$ cat src/rtl/modrm_pkg.sv
package modrm_pkg;

    localparam int AW      = 32;
    localparam int NREGS   = 8;
    localparam int RIDX_W  = $clog2(NREGS);
    localparam int DMAX    = AW / 8;
    localparam int CNT_W   = 3;

    localparam logic [RIDX_W-1:0] R_AX = 3'd0;
    localparam logic [RIDX_W-1:0] R_BX = 3'd3;
    localparam logic [RIDX_W-1:0] R_SP = 3'd4;
    localparam logic [RIDX_W-1:0] R_BP = 3'd5;
    localparam logic [RIDX_W-1:0] R_SI = 3'd6;
    localparam logic [RIDX_W-1:0] R_DI = 3'd7;

    typedef struct packed {
        logic [1:0]        md;
        logic [RIDX_W-1:0] rf;
        logic [RIDX_W-1:0] rm;
    } modrm_t;

    typedef struct packed {
        logic [1:0]        ss;
        logic [RIDX_W-1:0] idx;
        logic [RIDX_W-1:0] base;
    } sib_t;

    typedef enum logic [1:0] {S_MODRM, S_SIB, S_DISP} seq_state_e;

    function automatic logic sib_needed(input logic a32, input modrm_t m);
        return a32 && (m.md != 2'd3) && (m.rm == R_SP);
    endfunction

    function automatic logic [CNT_W-1:0] disp_bytes(input logic a32, input modrm_t m,
                                                     input sib_t s);
        logic [CNT_W-1:0] n;
        n = '0;
        case (m.md)
            2'd1: n = 3'd1;
            2'd2: n = a32 ? 3'd4 : 3'd2;
            2'd0: begin
                if (a32) begin
                    if (m.rm == R_BP || (m.rm == R_SP && s.base == R_BP)) n = 3'd4;
                end else if (m.rm == R_SI) begin
                    n = 3'd2;
                end
            end
            default: n = '0;
        endcase
        return n;
    endfunction

endpackage

$ cat src/rtl/modrm_seq.sv
module modrm_seq
    import modrm_pkg::*;
(
    input  logic             clk,
    input  logic             rst,
    input  logic [7:0]       in_byte,
    input  logic             in_valid,
    output logic             in_ready,
    input  logic             addr32,
    input  logic             seg_ovr,
    output logic             fin,
    output modrm_t           mb,
    output sib_t             sb,
    output logic             a32,
    output logic             ovr,
    output logic [AW-1:0]    disp,
    output logic [CNT_W-1:0] nbytes
);

    seq_state_e        state;
    modrm_t            mb_q;
    sib_t              sib_q;
    logic              a32_q, ovr_q, sib_seen_q, rdy_q;
    logic [AW-1:0]     disp_q;
    logic [CNT_W-1:0]  dlen_q, left_q;
    logic [CNT_W-1:0]  dl;
    logic              acc, need_sib;
    logic [AW-1:0]     shifted;
    logic [5:0]        shamt;

    assign in_ready = rdy_q;
    assign acc      = in_valid && rdy_q;

    always_comb begin
        mb       = (state == S_MODRM) ? modrm_t'(in_byte) : mb_q;
        a32      = (state == S_MODRM) ? addr32 : a32_q;
        ovr      = (state == S_MODRM) ? seg_ovr : ovr_q;
        sb       = (state == S_SIB) ? sib_t'(in_byte) : sib_q;
        dl       = disp_bytes(a32, mb, sb);
        need_sib = sib_needed(a32, mb);
        shifted  = {in_byte, disp_q[AW-1:8]};
        shamt    = 6'(8 * (DMAX - int'(dlen_q)));
        disp     = (state == S_DISP) ? AW'($signed(shifted) >>> shamt) : '0;
        case (state)
            S_MODRM: fin = acc && !need_sib && (dl == '0);
            S_SIB:   fin = acc && (dl == '0);
            S_DISP:  fin = acc && (left_q == 3'd1);
            default: fin = 1'b0;
        endcase
        nbytes = 3'd1
               + ((state == S_SIB || (state == S_DISP && sib_seen_q)) ? 3'd1 : 3'd0)
               + ((state == S_DISP) ? dlen_q : 3'd0);
    end

    always_ff @(posedge clk) begin
        if (rst) begin
            state      <= S_MODRM;
            mb_q       <= '0;
            sib_q      <= '0;
            a32_q      <= 1'b0;
            ovr_q      <= 1'b0;
            sib_seen_q <= 1'b0;
            disp_q     <= '0;
            dlen_q     <= '0;
            left_q     <= '0;
            rdy_q      <= 1'b0;
        end else begin
            rdy_q <= 1'b1;
            if (acc) begin
                case (state)
                    S_MODRM: begin
                        mb_q       <= mb;
                        a32_q      <= addr32;
                        ovr_q      <= seg_ovr;
                        sib_seen_q <= 1'b0;
                        disp_q     <= '0;
                        if (need_sib) begin
                            state <= S_SIB;
                        end else if (dl != '0) begin
                            state  <= S_DISP;
                            dlen_q <= dl;
                            left_q <= dl;
                        end
                    end
                    S_SIB: begin
                        sib_q      <= sb;
                        sib_seen_q <= 1'b1;
                        if (dl != '0) begin
                            state  <= S_DISP;
                            dlen_q <= dl;
                            left_q <= dl;
                        end else begin
                            state <= S_MODRM;
                        end
                    end
                    S_DISP: begin
                        disp_q <= shifted;
                        left_q <= left_q - 3'd1;
                        if (left_q == 3'd1) state <= S_MODRM;
                    end
                    default: state <= S_MODRM;
                endcase
            end
        end
    end

endmodule

$ cat src/rtl/modrm_ea.sv
module modrm_ea
    import modrm_pkg::*;
(
    input  logic              a32,
    input  logic              ovr,
    input  logic [1:0]        md,
    input  logic [RIDX_W-1:0] rm,
    input  sib_t              sb,
    input  logic [AW-1:0]     disp,
    output logic [RIDX_W-1:0] idx_a,
    output logic [RIDX_W-1:0] idx_b,
    input  logic [AW-1:0]     val_a,
    input  logic [AW-1:0]     val_b,
    output logic              mem,
    output logic [AW-1:0]     ea,
    output logic              stack
);

    logic          use_a, use_b, stk;
    logic [1:0]    scale;
    logic [AW-1:0] term_a, term_b, sum32;
    logic [15:0]   sum16;

    always_comb begin
        use_a = 1'b0;
        use_b = 1'b0;
        stk   = 1'b0;
        scale = 2'd0;
        idx_a = R_AX;
        idx_b = R_AX;
        if (a32) begin
            if (rm == R_SP) begin
                idx_a = sb.base;
                idx_b = sb.idx;
                scale = sb.ss;
                use_a = !(sb.base == R_BP && md == 2'd0);
                use_b = (sb.idx != R_SP);
                stk   = (sb.base == R_SP);
            end else if (rm == R_BP && md == 2'd0) begin
                use_a = 1'b0;
            end else begin
                idx_a = rm;
                use_a = 1'b1;
                stk   = (rm == R_BP);
            end
        end else begin
            case (rm)
                3'd0: begin idx_a = R_BX; idx_b = R_SI; use_a = 1'b1; use_b = 1'b1; end
                3'd1: begin idx_a = R_BX; idx_b = R_DI; use_a = 1'b1; use_b = 1'b1; end
                3'd2: begin idx_a = R_BP; idx_b = R_SI; use_a = 1'b1; use_b = 1'b1; stk = 1'b1; end
                3'd3: begin idx_a = R_BP; idx_b = R_DI; use_a = 1'b1; use_b = 1'b1; stk = 1'b1; end
                3'd4: begin idx_a = R_SI; use_a = 1'b1; end
                3'd5: begin idx_a = R_DI; use_a = 1'b1; end
                3'd6: begin idx_a = R_BP; use_a = (md != 2'd0); stk = (md != 2'd0); end
                default: begin idx_a = R_BX; use_a = 1'b1; end
            endcase
        end
        term_a = use_a ? val_a : '0;
        term_b = use_b ? (val_b << scale) : '0;
        sum32  = term_a + term_b + disp;
        sum16  = term_a[15:0] + term_b[15:0] + disp[15:0];
        mem    = (md != 2'd3);
        ea     = !mem ? '0 : (a32 ? sum32 : {{(AW-16){1'b0}}, sum16});
        stack  = mem && stk && !ovr;
    end

endmodule

$ cat src/rtl/modrm_decoder.sv
module modrm_decoder
    import modrm_pkg::*;
(
    input  logic              clk,
    input  logic              rst,
    input  logic [7:0]        in_byte,
    input  logic              in_valid,
    output logic              in_ready,
    input  logic              addr32,
    input  logic              seg_ovr,
    output logic [RIDX_W-1:0] rd_idx_a,
    input  logic [AW-1:0]     rd_data_a,
    output logic [RIDX_W-1:0] rd_idx_b,
    input  logic [AW-1:0]     rd_data_b,
    output logic              done,
    output logic [RIDX_W-1:0] reg_num,
    output logic              is_mem,
    output logic [RIDX_W-1:0] rm_reg,
    output logic [AW-1:0]     eff_addr,
    output logic              use_stack,
    output logic [CNT_W-1:0]  bytes_used,
    output logic [1:0]        reg_byte_sel,
    output logic              reg_byte_hi,
    output logic [1:0]        rm_byte_sel,
    output logic              rm_byte_hi
);

    logic             fin, a32, ovr, mem_c, stk_c, res_a32;
    modrm_t           mb;
    sib_t             sb;
    logic [AW-1:0]    disp, ea_c;
    logic [CNT_W-1:0] nb_c;

    modrm_seq u_seq (
        .clk(clk), .rst(rst), .in_byte(in_byte), .in_valid(in_valid),
        .in_ready(in_ready), .addr32(addr32), .seg_ovr(seg_ovr),
        .fin(fin), .mb(mb), .sb(sb), .a32(a32), .ovr(ovr),
        .disp(disp), .nbytes(nb_c)
    );

    modrm_ea u_ea (
        .a32(a32), .ovr(ovr), .md(mb.md), .rm(mb.rm), .sb(sb), .disp(disp),
        .idx_a(rd_idx_a), .idx_b(rd_idx_b), .val_a(rd_data_a), .val_b(rd_data_b),
        .mem(mem_c), .ea(ea_c), .stack(stk_c)
    );

    always_ff @(posedge clk) begin
        if (rst) begin
            done       <= 1'b0;
            reg_num    <= '0;
            rm_reg     <= '0;
            is_mem     <= 1'b0;
            eff_addr   <= '0;
            use_stack  <= 1'b0;
            bytes_used <= '0;
            res_a32    <= 1'b0;
        end else begin
            done <= fin;
            if (fin) begin
                reg_num    <= mb.rf;
                rm_reg     <= mb.rm;
                is_mem     <= mem_c;
                eff_addr   <= ea_c;
                use_stack  <= stk_c;
                bytes_used <= nb_c;
                res_a32    <= a32;
            end
        end
    end

    assign reg_byte_sel = reg_num[1:0];
    assign reg_byte_hi  = reg_num[2];
    assign rm_byte_sel  = rm_reg[1:0];
    assign rm_byte_hi   = rm_reg[2];

endmodule

$ cat config.mk
export PLATFORM = sky130hd
export DESIGN_NAME = modrm_decoder
export DESIGN_NICKNAME = d
export VERILOG_FILES = /design/src/rtl/modrm_pkg.sv /design/src/rtl/modrm_seq.sv /design/src/rtl/modrm_ea.sv /design/src/rtl/modrm_decoder.sv
export SDC_FILE = /design/constraint.sdc
export NUM_CORES = 1
export LEC_CHECK = 0
export ABC_AREA = 1
export BUFFER_PORTS_ARGS = -buffer_cell sky130_fd_sc_hd__buf_2
export CAP_MARGIN = 5
export CORE_ASPECT_RATIO = 1.5
export CORE_MARGIN = 10
export CORE_UTILIZATION = 45
export CTS_CLUSTER_SIZE = 10
export DETAILED_ROUTE_END_ITERATION = 8
export HOLD_SLACK_MARGIN = 0.12
export PLACE_DENSITY_LB_ADDON = 0.08
export SLEW_MARGIN = 10
export SYNTH_ARGS = -nofsm -noshare
export SYNTH_HDL_FRONTEND = slang
export SYNTH_HIERARCHICAL = 1
export SYNTH_SLANG_ARGS = --single-unit
export TNS_END_PERCENT = 30
$ cat constraint.sdc
create_clock -name clk -period 4.23 [get_ports clk]
set_input_delay 0.2115 -clock clk [delete_from_list [all_inputs] [get_ports clk]]
set_output_delay 0.2115 -clock clk [all_outputs]
set_load 0.005 [all_outputs]
### Word-level counts from Yosys, hierarchy flattened

Index checks and enable logic that the tools add are counted.

| storage, ports and cells | value |
|---|---|
| input port bits | 77 |
| word-level logic and storage cells | 139 |
| output and inout bits | 57 |
| register bits after elaboration | 104 |

| cells by class | value |
|---|---|
| reductions and logical operators | 39 |
| multiplexer cells | 51 |
| shift operators | 2 |
| equality and inequality tests | 18 |
| add/sub/neg operators | 8 |

Operators by type and width:

| kind | count |
|---|---|
| two-way mux 32 bit | 5 |
| adder 32 bit | 2 |
| case mux 32 bit (2 select lines) | 1 |
| two-way mux 3 bit | 13 |
| adder 16 bit | 2 |
| << shifter 32 x 2 -> 32 bit | 1 |
| >>> shifter 32 x 6 -> 32 bit | 1 |
| case mux 3 bit (3 select lines) | 3 |
| two-way mux 8 bit | 2 |
| equality test 3 bit, second input constant | 5 |
| two-way mux 1 bit | 14 |
| two-way mux 2 bit | 7 |
| logical AND 1 bit | 13 |
| case mux 3 bit (2 select lines) | 2 |
| AND reduction 3 bit | 3 |
| AND reduction 2 bit | 4 |
| equality test 3 x 1 -> 1 bit, second input constant | 2 |
| equality test 3 x 2 -> 1 bit, second input constant | 2 |
| zero test 3 bit | 2 |
| != test 2 bit, second input constant | 3 |
| case mux 2 bit (3 select lines) | 1 |
| nonzero test 2 bit | 3 |
| nonzero test 3 bit | 2 |
| OR reduction 2 bit | 3 |
| 15 further kinds | 22 |

### Logic depth before layout (Yosys ltp)

Gate-level depths: netlist of run 1.

| logic depth | value |
|---|---|
| depth after elaboration | 12 |
| gate-level depth with buffers | 33 |
| gate-level depth less buffers | 32 |

### Hierarchy

The synthesis of run 1 kept the hierarchy.

By module, submodules not included:

| module | cells an instance | area an instance (um^2) | instances |
|---|---|---|---|
| modrm_ea | 729 | 4,025.1 | 1 |
| modrm_seq | 503 | 3,125.5 | 1 |
| modrm_decoder | 282 | 1,841.8 | 1 |

### Worst setup path after synthesis of run 1

OpenSTA, ideal clock, no wires.

| timing | value |
|---|---|
| kind | flip-flop to flip-flop |
| start point | register u_seq.state[1] |
| end point | register eff_addr[17] |
| clock period less this slack | 4.225 ns |
| stages on the path, launching flop included | 32 |
| setup time | 0.113 ns |
| path buffers | 2 |
| data arrival time | 4.112 ns |
| setup slack | 0.005 ns |
| cell sequence | dfxtp_1 -> inv_1 -> ha_1 -> inv_1 -> clkbuf_1 -> nand2_1 -> o21ai_0 -> nand3_2 -> nor2_4 -> buf_2 -> nand2_1 -> nand2_1 -> inv_1 -> nor3_1 -> fa_1 -> ha_1 -> fa_1 -> nand2_1 -> nand2_1 -> and2_2 -> nand2_1 -> nand2_1 -> nand2_1 -> nand2_1 -> nand2_1 -> nand2_1 -> xnor2_1 -> nor2_1 -> inv_1 -> nand2_1 -> nand2_1 -> nor2_1 |

RTL lines:

| element | RTL line | source |
|---|---|---|
| start: declaration | modrm_seq.sv:20 | `seq_state_e state;` |
| start signal: assignment | modrm_seq.sv:57 | `state <= S_MODRM;` |
| start signal: assignment | modrm_seq.sv:78 | `state <= S_SIB;` |
| start signal: assignment | modrm_seq.sv:80 | `state <= S_DISP;` |
| end signal: assignment | modrm_decoder.sv:53 | `eff_addr <= '0;` |
| end signal: assignment | modrm_decoder.sv:63 | `eff_addr <= ea_c;` |
| end: declaration | modrm_decoder.sv:19 | `output logic [AW-1:0] eff_addr,` |

==> flow_summary_export.csv, run 1 <==
group,metric,value,unit
synth,ys_warn_count,6,
setup_path,cp_max_fo,19,
power_and_ir_drop,ir_worst_vdd,386.1,uV
setup_path,path_class,"reg -> reg",
timing,maxSlewHeadroom,0.4027,
timing,tightest_slew,0.8926,ns
synth,synth_edf_count,0,
setup_path,r2r-start,"u_seq/state[0]$_SDFFE_PP0P_",
synth,yosysSeqAreaShare,0.2137,
cts,root_buffer,"clkbuf_16",
routing,drt_iter0_drc,508,
floorplan,die-height,193.1,um
power_and_ir_drop,leakage,5.875,nW
timing,fmax,0.2416,GHz
routing,drtPass1Iterations,5,
synth,synth_largest_area_cell,"dfxtp_1",
synth,syn_inst,1514,
flow_run,drv_cap,0,
routing,ant_nets,0,
setup_path,critPathSlowestCell,"fa_1",
placed_design,placed_area,0.01080,mm2
setup_path,crit_top_cell,"nand2_1",
power_and_ir_drop,switching_share,0.4007,
grt,overflow,0,
routing,wl_per_cell,17.11,um
routing,drc_errors,0,
timing,holdWs,0.1247,ns
grt,grt_pass1_vias,10139,
hold_path,hold_start,"in_byte[4]",
floorplan,fp.dieArea,0.02615,mm2
synth,synth_fp_nets,1662,
cts,numCtsBuffers,9,
floorplan,io_pins,134,
finish,reg_top3,"eff_addr (32), u_seq/disp_q (24)",
setup_path,startpoint,"u_seq/state[0]$_SDFFE_PP0P_",
power_and_ir_drop,pwr-share-comb,0.502,
timing,slew_viol_final,0,
setup_path,arrival,4.45,ns
cts,cts_tree,"done",
placed_design,dpl_worst_slack,-0.3890,ns
timing,setup_violations,0,
placed_design,hpwl,27.38,mm
power_and_ir_drop,switching_power,1.491,mW
synth,async_reset_ff_frac,0,
finish,fillerInstances,1980,
cts,insertion_delay,0.37,ns
grt,antenna_found_initial,0,
finish,final_area,0.01226,mm2
floorplan,start_util,0.4563,
synth,synth_ff_type,"dfxtp_1",
cts,clockBufferDepth,2,
hold_path,hold_class,"in -> reg",
grt,grt_max_degree,44,
cts,cts_sinks,96,
finish,largest_reg_flops,32,
cts,cts_max_level,3,
synth,yosysUniqueCellTypes,43,
run_status,status,"complete, no violations",
power_and_ir_drop,p_int,2.230,mW
synth,synth_top_area_share,0.2137,
routing,vias,10505,
routing,viasPerCell,5.172,
synth,syn-mean-instance-area,5.939,um2
floorplan,row_count,63,
timing,fin_worst_skew,0.01503,ns
power_and_ir_drop,p_seq_frac,0.264,
synth,yosys_register_bits,96,
finish,nets,1914,
setup_path,slowest_delay,0.49,ns
synth,synth_area_leaders,"dfxtp_1, nand2_1, nor2_1, inv_1, fa_1",
synth,syn_area,0.008992,mm2
cts,cts.clk_slew.worst_paths,0.07,ns
finish,layout-drive-gt1-share,0.2874,
setup_path,end_kind,"flop",
grt,grt_pass1_wl,52.18,mm
timing,setup_slack,0.09137,ns
grt,grt_usage,0.2534,
setup_path,start_kind,"flop",
finish,n_antenna_cell,0,
routing,routed_wl,34.75,mm
finish,largest_register,"eff_addr",
timing,period_share,0.9784,
finish,syn_to_final_growth,36.36,%
timing,rsz0062_at_grt,"yes",
power_and_ir_drop,pwr-share-clk,0.233,
placed_design,finalWeightedCongestion,1.020,
setup_path,cp.required,4.54,ns
timing,hold_viol_final,0,
floorplan,die_w,135.4,um
power_and_ir_drop,p_per_area,303.5,mW/mm2
floorplan,fp.coreArea,0.01971,mm2
timing,layout_min_cycle_time,4.139,ns
placed_design,numPortBuffers,133,
timing,finalSetupTns,0,ns
[power by group through the flow]
stage | sequential, mW | clock (mW) | combinational [mW]
floorplan | 1.01 | 0 | 0.902
global placement | 1.00 | 0 | 1.53
detailed placement | 1.00 | 0 | 1.53
CTS | 0.984 | 0.881 | 1.59
global route | 0.991 | 0.925 | 2.05
finish | 0.984 | 0.868 | 1.87
[cells in the mapped netlist, types with 2 or more instances]
cell type / n
nand2_1: 399
nor2_1: 297
inv_1: 179
a21oi_1: 117
dfxtp_1: 96
o21ai_0: 91
nand3_1: 46
ha_1: 39
buf_2: 32
fa_1: 32
o21ai_1: 31
clkbuf_1: 21
o211ai_1: 15
nor3_1: 12
buf_4: 10
nand2_2: 10
xnor2_1: 10
nand4_1: 7
buf_6: 6
inv_2: 6
nand3_2: 6
o21a_1: 6
o21ai_2: 5
a21oi_2: 4
nor2_4: 4
a211oi_1: 3
a21o_1: 3
a31oi_1: 3
clkinv_1: 3
nor4_1: 3
o21bai_1: 3
a311oi_1: 2
o22ai_1: 2
xor2_1: 2
[cell usage in the layout (no fill, tap or decap), types with 23 or more instances in the layout]
cell | Yosys | final
nand2_1 | 399 | 380
nor2_1 | 297 | 258
inv_1 | 179 | 171
buf_4 | 10 | 159
buf_2 | 32 | 133
a21oi_1 | 117 | 102
dfxtp_1 | 96 | 94
o21ai_0 | 91 | 75
nand3_1 | 46 | 42
nor2_2 | 1 | 34
o21ai_1 | 31 | 31
fa_1 | 32 | 31
ha_4 | 0 | 28
nand2_2 | 10 | 23
[critical path, delay by kind of cell (launching register included)]
kind / cells / cell delay, ns
AND/OR/NAND/NOR: 13 / 1.28
adder cells (fa/ha/maj): 3 / 0.97
buffers and inverters: 10 / 0.89
AO/OA/AOI/OAI: 4 / 0.58
flip-flops: 1 / 0.37
[metal layers]
| metal | wire (um) | share of wire | vias up | global-route usage |
|---|---|---|---|---|
| met2 | 18280 | 0.53 | 264 | 0.4742 |
| met4 | 2193 | 0.063 | 0 | 0.1445 |
| met5 | 0 | 0 | - | 0 |
| met3 | 1145 | 0.033 | 93 | 0.03164 |
| li1 | - | - | 5269 | - |
| met1 | 13130 | 0.38 | 4879 | 0.2655 |
[layout make-up]
type	instances	area, um2	share of cell area
Inverter	188	713.2	0.05816
Clock inverter	6	68.82	0.005612
Sequential cell	96	1927	0.1571
Timing Repair Buffer	309	2143	0.1748
Tap cell	260	325.3	0.02653
Multi-Input combinational cell	1162	6855	0.5591
Clock buffer	10	229.0	0.01867
[worst paths after layout]
check / to / slack, ns / cells past startpoint
worst max-delay path: eff_addr[27]$_SDFFE_PP0P_ / 0.09 / 30
worst max register to register: eff_addr[27]$_SDFFE_PP0P_ / 0.09 / 30
worst min-delay path: u_seq/disp_q[28]$_SDFFE_PP0P_ / 0.12 / 3
worst min register to register: u_seq/sib_q[1]$_SDFFE_PP0P_ / 0.46 / 2
[cells by family (layout without fill, tap and decap cells)]
| logic type | count (synthesis) | after routing | synth area share |
|---|---|---|---|
| AND/OR/NAND/NOR | 790 | 792 | 0.3536 |
| flip-flops | 96 | 96 | 0.2137 |
| adder cells (fa/ha/maj) | 71 | 71 | 0.1255 |
| buffers and inverters | 258 | 513 | 0.1213 |
| AO/OA/AOI/OAI | 287 | 287 | 0.1742 |
| XOR/XNOR | 12 | 12 | 0.01169 |
[through the flow]
stage	total power, mW	util	instances
3_3_place_gp	2.536	0.5482	1986
4_1_cts	3.460	0.5745	2007
3_5_place_dp	2.539	0.5482	1986
2_1_floorplan	1.910	-	1514
6_report	3.721	0.6222	2031
5_1_grt	3.966	0.6222	2031
[what timing repair did]
item / 4_1_cts / 5_1_grt
endpoints found under the hold margin: 2 / 0
buffers inserted: 1 / 22
hold buffers: 2 / 0
gates resized for setup: 34 / 172
pin swaps: 5 / 55
endpoints found under the setup margin: 22 / 27
cloned: 2 / 2
Note: power is estimated with default switching activity, not from simulation.
==> run 2: changes to the inputs <==
--- a/config.mk
+++ b/config.mk
@@ -11,5 +11,6 @@
 export CORE_ASPECT_RATIO = 1.5
 export CORE_MARGIN = 10
-export CORE_UTILIZATION = 45
+export CORE_UTILIZATION = 35
+export CTS_BUF_LIST = sky130_fd_sc_hd__clkbuf_8
 export CTS_CLUSTER_SIZE = 10
 export DETAILED_ROUTE_END_ITERATION = 8
==> constraint.sdc (replaced) <==
create_clock -name clk -period 4.23 [get_ports clk]
set_input_delay 0.2115 -clock clk [delete_from_list [all_inputs] [get_ports clk]]
set_output_delay 0.2115 -clock clk [all_outputs]
set_load 0.1 [all_outputs]
==> run 2 against run 1 <==
Compared with the run above: clock-buffer cell count increased by 1; combinational power increased by 28%; fmax increased by 1.5%; non-clock buffer count increased by 41; die area increased by 25%; flip-flop and latch count unchanged; global-route usage decreased by 3.2 points.
==> flow_summary_export.csv, run 2 (synthesis results as in run 1) <==
group,metric,value,unit
timing,maxSlewHeadroom,0.3373,
floorplan,fp.coreArea,0.02523,mm2
timing,fmax,0.2452,GHz
hold_path,hold_class,"in -> reg",
routing,routed_wl,37.45,mm
routing,drtPass1Iterations,5,
cts,cts_max_level,3,
finish,syn_to_final_growth,42.34,%
routing,vias,10603,
setup_path,rr_endpoint,"eff_addr[25]$_SDFFE_PP0P_",
power_and_ir_drop,ir_worst_vdd,187.9,uV
floorplan,io_pins,134,
cts,insertion_delay,0.42,ns
floorplan,fp.dieArea,0.03264,mm2
timing,hold_viol_final,0,
routing,ant_nets,0,
cts,cts_tree,"done",
timing,setup_violations,0,
cts,numCtsBuffers,9,
cts,cts.clk_slew.worst_paths,0.11,ns
finish,n_antenna_cell,0,
finish,largest_reg_flops,32,
finish,layout-drive-gt1-share,0.3105,
floorplan,start_util,0.3564,
grt,overflow,0,
cts,cts_sinks,96,
floorplan,die_w,150.9,um
finish,reg_top3,"eff_addr (32), u_seq/disp_q (24)",
timing,tightest_slew,0.9930,ns
setup_path,arrival,4.43,ns
finish,final_area,0.01280,mm2
placed_design,finalWeightedCongestion,0.9559,
setup_path,ff2ff_setup_slack,0.15,ns
finish,layout_common_cells,"nand2_1, nor2_1, buf_4, inv_1, buf_2",
placed_design,hpwl,30.40,mm
timing,layout_min_cycle_time,4.079,ns
timing,fin_worst_skew,0.02521,ns
setup_path,ff2ff_path_depth,27,
run_status,status,"complete, no violations",
cts,clockBufferDepth,2,
power_and_ir_drop,p_per_area,327.1,mW/mm2
setup_path,start_kind,"flop",
setup_path,r2r-start,"u_seq/state[0]$_SDFFE_PP0P_",
grt,grt_max_degree,43,
timing,period_share,0.9643,
setup_path,end_kind,"flop",
power_and_ir_drop,power,4.187,mW
grt,antenna_found_initial,0,
routing,viasPerCell,4.959,
grt,grt_pass1_wl,56.25,mm
finish,nets,1953,
placed_design,placed_area,0.01110,mm2
routing,drt_iter0_drc,585,
timing,rsz0062_at_grt,"yes",
routing,drc_errors,0,
setup_path,cp.required,4.58,ns
setup_path,startpoint,"u_seq/state[0]$_SDFFE_PP0P_",
grt,grt_usage,0.2214,
setup_path,path_class,"reg -> reg",
grt,grt_pass1_vias,10461,
setup_path,cp_max_fo,8,
setup_path,crit_path_end,"eff_addr[25]$_SDFFE_PP0P_",
placed_design,numPortBuffers,133,
finish,layout_commonest_cell,"nand2_1",
cts,root_buffer,"clkbuf_8",
timing,slew_viol_final,0,
floorplan,die-height,216.3,um
power_and_ir_drop,leakage,6.142,nW
finish,largest_register,"eff_addr",
floorplan,row_count,71,
routing,wl_per_cell,17.52,um
flow_run,drv_cap,0,
-- run 2: layer usage --
metal | part of all wire | wire [um] | global-route usage | vias up
met5 | 0 | 0 | 0 | -
met4 | 0.053 | 1969 | 0.1184 | 0
met3 | 0.037 | 1370 | 0.02774 | 89
met2 | 0.54 | 20200 | 0.4193 | 258
met1 | 0.37 | 13910 | 0.2261 | 4911
li1 | - | - | - | 5345
-- run 2: where the power goes --
part | switching, mW | internal, mW
Combinational | 1.50 | 0.892
Sequential | 0.0295 | 0.956
Clock | 0.380 | 0.426
-- run 2: layout make-up --
| cell class | count | area (um2) |
|---|---|---|
| flip-flops and latches | 96 | 1927 |
| well taps | 328 | 410.4 |
| clock buffers | 11 | 151.4 |
| inverters | 188 | 732.0 |
| fillers | 2689 | 12430 |
| multi-input cells | 1160 | 6938 |
| repair buffers | 350 | 2539 |
| clock inverters | 5 | 102.6 |
-- run 2: how the worst min path moves through the flow --
stage | startpoint | to | cells past startpoint
2_1_floorplan | rst | done$_SDFF_PP0_ | 1
3_5_place_dp | u_seq/ovr_q$_SDFFE_PP0P_ | u_seq/ovr_q$_SDFFE_PP0P_ | 2
3_3_place_gp | u_seq/ovr_q$_SDFFE_PP0P_ | u_seq/ovr_q$_SDFFE_PP0P_ | 2
6_report | in_byte[6] | u_seq/disp_q[30]$_SDFFE_PP0P_ | 4
4_1_cts | in_byte[6] | u_seq/sib_q[6]$_SDFFE_PP0P_ | 4
5_1_grt | in_byte[6] | u_seq/disp_q[30]$_SDFFE_PP0P_ | 4
-- run 2: critical path, stage by stage (launching register included) --
cell	delay, ns
dfxtp_4	0.40
inv_4	0.04
ha_4	0.19
buf_4	0.16
o21ai_4	0.18
nand2_4	0.10
buf_6	0.13
nor2_4	0.13
nand2_4	0.09
inv_6	0.10
buf_12	0.12
buf_6	0.10
o21ai_0	0.09
nor2_1	0.19
fa_1	0.48
ha_4	0.33
nand2_4	0.06
buf_4	0.14
nor2_4	0.15
buf_4	0.13
nand4_1	0.13
nand3_2	0.12
o21ai_1	0.07
a21oi_2	0.14
inv_1	0.05
nand2_1	0.05
nand2_1	0.05
nor2_1	0.09
-- run 2: metrics by stage --
stage	setup TNS, ns	cells	util	worst slack, ns	hold WS (ns)
2_1_floorplan	0	1514	-	0.02646	0.2828
3_3_place_gp	-2.698	2082	0.4400	-0.2243	0.4365
3_5_place_dp	-3.846	2082	0.4400	-0.3164	0.4495
4_1_cts	-0.03800	2111	0.4658	-0.03800	0.1925
5_1_grt	-1.554	2138	0.5073	-0.1471	0.2141
6_report	0	2138	0.5073	0.1510	0.2121
-- run 2: what timing repair did --
action | CTS | global route
resized for setup | 47 | 212
hold buffers | 8 | 0
setup buffers | 4 | 25
cloned | 1 | 2
hold endpoints to repair | 8 | 0
pin swaps | 5 | 96
setup endpoints to repair | 23 | 25
